[src/rtl/pairchk_pkg.sv]
package pairchk_pkg;
  localparam int REG_W  = 5;
  localparam int STAGES = 5;
  localparam int PIPES  = 2;

  typedef struct packed {
    logic             valid;
    logic [REG_W-1:0] dst;
    logic [REG_W-1:0] src0;
    logic             use0;
    logic [REG_W-1:0] src1;
    logic             use1;
    logic             is_fp;
    logic             is_cplx;
    logic             has_disp;
    logic             has_imm;
  } slot_desc_t;

  localparam int DESC_W = $bits(slot_desc_t);
endpackage

[src/rtl/pairchk_rst_sync.sv]
module pairchk_rst_sync #(
  parameter int DEPTH = 2
) (
  input  logic clk_i,
  input  logic rst_ni,
  output logic rst_sync_no
);
  logic [DEPTH-1:0] sync_q, sync_d;

  always_comb begin
    sync_d = {sync_q[DEPTH-2:0], 1'b1};
  end

  always_ff @(posedge clk_i or negedge rst_ni) begin
    if (!rst_ni) sync_q <= '0;
    else         sync_q <= sync_d;
  end

  assign rst_sync_no = sync_q[DEPTH-1];
endmodule

[src/rtl/pairchk_rules.sv]
module pairchk_rules
  import pairchk_pkg::*;
(
  input  slot_desc_t older_i,
  input  slot_desc_t younger_i,
  output logic       pairable_o
);
  logic dep_hit, addr_hit, class_hit, cplx_hit;

  always_comb begin
    dep_hit   = (older_i.dst == younger_i.dst)
              | (younger_i.use0 & (younger_i.src0 == older_i.dst))
              | (younger_i.use1 & (younger_i.src1 == older_i.dst));
    addr_hit  = older_i.has_disp | older_i.has_imm
              | younger_i.has_disp | younger_i.has_imm;
    class_hit = older_i.is_fp ^ younger_i.is_fp;
    cplx_hit  = younger_i.is_cplx;
    pairable_o = younger_i.valid & ~dep_hit & ~addr_hit & ~class_hit & ~cplx_hit;
  end
endmodule

[src/rtl/pairchk_stage_track.sv]
module pairchk_stage_track #(
  parameter int DEPTH = 5
) (
  input  logic             clk_i,
  input  logic             rst_ni,
  input  logic             adv_i,
  input  logic             issue_i,
  output logic [DEPTH-1:0] stages_o
);
  logic [DEPTH-1:0] occ_q, occ_d;

  always_comb begin
    occ_d = occ_q;
    if (adv_i) occ_d = {occ_q[DEPTH-2:0], issue_i};
  end

  always_ff @(posedge clk_i or negedge rst_ni) begin
    if (!rst_ni) occ_q <= '0;
    else         occ_q <= occ_d;
  end

  assign stages_o = occ_q;


  track_hold_chk: assert property (@(posedge clk_i) disable iff (!rst_ni)
    !adv_i |=> $stable(stages_o));


  track_shift_chk: assert property (@(posedge clk_i) disable iff (!rst_ni)
    adv_i |=> (stages_o == {$past(stages_o[DEPTH-2:0]), $past(issue_i)}));
endmodule

[src/rtl/dual_pipe_pair_issue.sv]
module dual_pipe_pair_issue
  import pairchk_pkg::*;
(
  input  logic              clk_i,
  input  logic              rst_ni,
  input  logic [DESC_W-1:0] slot0_desc_i,
  input  logic [DESC_W-1:0] slot1_desc_i,
  input  logic              stall_u_i,
  input  logic              stall_v_i,
  output logic              issue_u_o,
  output logic              issue_v_o,
  output logic [STAGES-1:0] u_stages_o,
  output logic [STAGES-1:0] v_stages_o
);
  logic       run_n;
  slot_desc_t older, younger;
  logic       pairable, stall_any, advance;
  logic [PIPES-1:0]  issue_vec;
  logic [STAGES-1:0] occ [PIPES];

  pairchk_rst_sync #(.DEPTH(2)) u_rst (
    .clk_i(clk_i), .rst_ni(rst_ni), .rst_sync_no(run_n)
  );

  assign older   = slot_desc_t'(slot0_desc_i);
  assign younger = slot_desc_t'(slot1_desc_i);

  pairchk_rules u_rules (
    .older_i(older), .younger_i(younger), .pairable_o(pairable)
  );

  always_comb begin
    stall_any = stall_u_i | stall_v_i;
    advance   = ~stall_any;
    issue_u_o = run_n & older.valid & ~stall_any;
    issue_v_o = issue_u_o & pairable;
  end

  assign issue_vec = {issue_v_o, issue_u_o};

  for (genvar p = 0; p < PIPES; p++) begin : g_pipe
    pairchk_stage_track #(.DEPTH(STAGES)) u_track (
      .clk_i(clk_i), .rst_ni(run_n), .adv_i(advance),
      .issue_i(issue_vec[p]), .stages_o(occ[p])
    );
  end

  assign u_stages_o = occ[0];
  assign v_stages_o = occ[1];


  lockstep_subset_chk: assert property (@(posedge clk_i) disable iff (!run_n)
    (v_stages_o & ~u_stages_o) == '0);


  v_needs_u_chk: assert property (@(posedge clk_i) disable iff (!run_n)
    issue_v_o |-> issue_u_o && younger.valid);


  stall_blocks_issue_chk: assert property (@(posedge clk_i) disable iff (!run_n)
    (stall_u_i || stall_v_i) |-> !issue_u_o && !issue_v_o);


  addr_mode_chk: assert property (@(posedge clk_i) disable iff (!run_n)
    issue_v_o |-> !(older.has_disp || older.has_imm || younger.has_disp || younger.has_imm));


  dest_dep_chk: assert property (@(posedge clk_i) disable iff (!run_n)
    issue_v_o |-> older.dst != younger.dst);


  class_match_chk: assert property (@(posedge clk_i) disable iff (!run_n)
    issue_v_o |-> older.is_fp == younger.is_fp);


  v_simple_chk: assert property (@(posedge clk_i) disable iff (!run_n)
    issue_v_o |-> !younger.is_cplx);
endmodule

[config.mk]
export PLATFORM = sky130hd
export DESIGN_NAME = dual_pipe_pair_issue
export DESIGN_NICKNAME = d
export VERILOG_FILES = /design/src/rtl/pairchk_pkg.sv /design/src/rtl/pairchk_rst_sync.sv /design/src/rtl/pairchk_rules.sv /design/src/rtl/pairchk_stage_track.sv /design/src/rtl/dual_pipe_pair_issue.sv
export SDC_FILE = /design/constraint.sdc
export NUM_CORES = 1
export LEC_CHECK = 0
export BUFFER_PORTS_ARGS = -buffer_cell sky130_fd_sc_hd__buf_2
export CAP_MARGIN = 20
export CORE_ASPECT_RATIO = 1.2
export CORE_MARGIN = 3
export CORE_UTILIZATION = 30
export CTS_BUF_LIST = sky130_fd_sc_hd__clkbuf_4
export DETAILED_ROUTE_END_ITERATION = 12
export PLACE_DENSITY = 0.68
export SYNTH_ARGS = -nofsm -noshare
export SYNTH_HDL_FRONTEND = slang
export SYNTH_SLANG_ARGS = --single-unit
[constraint.sdc]
create_clock -name clk_i -period 2.3 [get_ports clk_i]
set_input_delay 0.46 -clock clk_i [delete_from_list [all_inputs] [get_ports clk_i]]
set_output_delay 0.46 -clock clk_i [all_outputs]
set_load 0.03 [all_outputs]
==> results.cfg <==
[grt]
grt_pass1_vias = 617
met1_usage = 0.1102
grt_use_total = 0.1101
grt-ovfl-total = 0
antenna_found_initial = 0
gr-usage-met2 = 0.2107
grt_max_degree = 11
grt_pass1_wl_um = 2435
grt_use_met3 = 0.03856
grt_busiest_layer = met2

[synthesis]
ys_warn_count = 0
synthFlopType = dfrtp_1
synth_area_leaders = dfrtp_1 (44%), mux2_2 (13%), xor2_1 (13%)
async_flop_share = 1.000
synthTopCellsByCount = dfrtp_1 (12), xor2_1 (10), mux2_2 (8), xnor2_1 (6)
synth_cell_types = 19
synth_top_area_cell = dfrtp_1
synthesis.area_um2 = 678.2
yosysMostFrequentCell = dfrtp_1
syn_avg_cell_area_um2 = 12.56
synth_top_area_share = 0.4428
synth_edf_count = 0
synth.yosys.seq_area_share = 0.4428
ys_ff_latch = 12
syn_inst = 54
synth_fp_nets = 102

[drt]
viasPerCell = 4.485
postRouteAntennaNets = 0
drt_wl_total_um = 1470
vias = 610
wl_per_cell_um = 10.81
post-route-drc-count = 0
dr.pass1.iters = 4
drt_iter0_drc = 4

[clocking]
clk_latency_ns = 0.26
cts-resized-gates = 0
htree_levels = 1
cts.path.max_buffers = 2
numClockSinks = 12
cts_tree = built
numCtsBuffers = 3
cts-root-buf = clkbuf_4
cts.clk_slew.worst_paths_ns = 0.07

[critical_path]
startpoint_type = primary input
path_class = primary input to output port
arrival_ns = 1.57
reg2reg_depth = 4
cp.required_ns = 1.84
cp_cell_sequence = buf_2, xor2_1, nor4_1, and3_1, nor4_2, buf_2
critPathCaptureType = output port
crit_path_max_fanout = 3
cp_common_cell = buf_2
slowest_delay_ns = 0.35
cp_slowest_cell = nor4_1

[flow_run]
maxCapViolations = 0

[status]
status = complete, no violations

[floorplanning]
die_h_um = 58.08
core_mm2 = 0.002095
io_pins = 60
die_w_um = 49.40
die-area_mm2 = 0.002869
rows = 18
start_util = 0.3238

[final_layout]
drive_gt1_frac = 0.6038
multi_input_area_um2 = 377.9
area_growth_pct = 45.94
finalNonFillerCells = 136
fin_nets = 155
fillers = 220
num_antenna_cells = 0
regArea_um2 = 300.3
finalInstanceArea_um2 = 989.7

[sta]
max_freq_ghz = 0.4926
rsz0062_at_grt = no
setup_viol = 0
tns_ns = 0
period_minus_slack_ns = 2.030
final-max-slew-violation-count = 0
finalClockSkew_ns = 0.003442
layout_setup_ws_ns = 0.2699
final_hold_viol_count = 0
fin_crit_sh = 0.8826

[min_path]
hold_path_class = register to asynchronous set/reset pin

[power]
p_per_area_mw_per_mm2 = 533.8
cellLeakagePower_uw = 0.0005335
ir_worst_vdd_mv = 0.2590

[placed_design]
dp.cells = 131
placed_cell_area_um2 = 953.4
hpwl_um = 1327
place.port_buffers = 46
preCtsSetupSlack_ns = 0.2777
routabilityCongestion = 0.7132
==> flip-flops by register name, summed over array words and instances, names as in the netlist <==
| signal | count |
|---|---|
| g_pipe.u_track.stages_o | 10 |
| u_rst.sync_q | 2 |
==> power breakdown <==
part	internal [µW]	switching [µW]	leakage [µW]	total, µW
logic	70.1	89.3	0.000359	159
registers	232	11.6	0.000159	244
clock network	62.6	62.5	0.0000154	125
total	365	163	0.000533	528
==> metrics by stage <==
stage	util	hold WS [ns]	power [µW]
6_report	0.4725	0.1946	528.3
5_1_grt	0.4725	0.2194	569.6
4_1_cts	0.4725	0.1997	538.6
3_5_place_dp	0.4552	0.1929	408.7
3_3_place_gp	0.4552	0.1883	404.0
2_1_floorplan	-	0.1266	338.9
==> area by class of cell <==
cell class                      instances  area share
Timing Repair Buffer                   48      0.2503
Clock inverter                          1    0.003793
Multi-Input combinational cell         42      0.3818
Tap cell                               30     0.03793
Sequential cell                        12      0.3034
Clock buffer                            3     0.02276
==> cells by family (layout without fill, tap and decap cells) <==
logic type / Yosys count / after routing / share of synthesized area
xor gates and xnor gates: 16 / 16 / 0.2066
and+or+nand+nor: 13 / 13 / 0.1660
DFF: 12 / 12 / 0.4428
muxes: 8 / 8 / 0.1328
AOI/OAI and AO/OA: 4 / 4 / 0.04613
other: 1 / 1 / 0.005530
buffers and inverters: 0 / 52 / 0
==> repair_timing <==
item,in CTS,in global routing
hold buffers,1,0
buffers inserted,0,0
endpoints found under the hold margin,2,0
==> final timing paths <==
kind	startpoint	endpoint	slack (ns)
setup / recovery	slot0_desc_i[20]	issue_v_o	0.27
hold / removal	u_rst.sync_q[1]	g_pipe[1].u_track.stages_o[1]	0.19
setup reg to reg	u_rst.sync_q[1]	g_pipe[1].u_track.stages_o[0]	1.13
hold reg to reg	u_rst.sync_q[1]	g_pipe[1].u_track.stages_o[1]	0.19
max in group asynchronous	rst_ni	u_rst.sync_q[0]	1.70
min in group clk_i	u_rst.sync_q[0]	u_rst.sync_q[1]	0.36
==> layer usage <==
metal,vias to the layer above,wire [µm]
li1,297,-
met4,0,0
met1,274,546
met3,0,186
met5,-,0
met2,39,737
==> critical path: cells and delay by family <==
| kind | cells | cell delay, ns |
|---|---|---|
| buf+inv | 2 | 0.32 |
| simple gates | 3 | 0.63 |
| xor+xnor | 1 | 0.16 |
==> layout by cell type, fill, tap and decap left out <==
cell type / instances
mux2_2: 8
buf_2: 46
clkbuf_4: 3
nor4_1: 2
nor2_1: 1
clkinv_1: 1
conb_1: 1
nor4_2: 1
o21ai_0: 2
xor2_1: 10
dfrtp_1: 12
and4bb_2: 1
xnor2_1: 6
and3_1: 2
dlygate4sd3_1: 1
nand4_2: 1
nand3_1: 1
nor4b_4: 1
a31o_1: 1
nand2b_1: 1
nor3_1: 1
nor2_2: 1
o31ai_2: 1
buf_4: 1
Note: power is estimated with default switching activity, not from simulation.
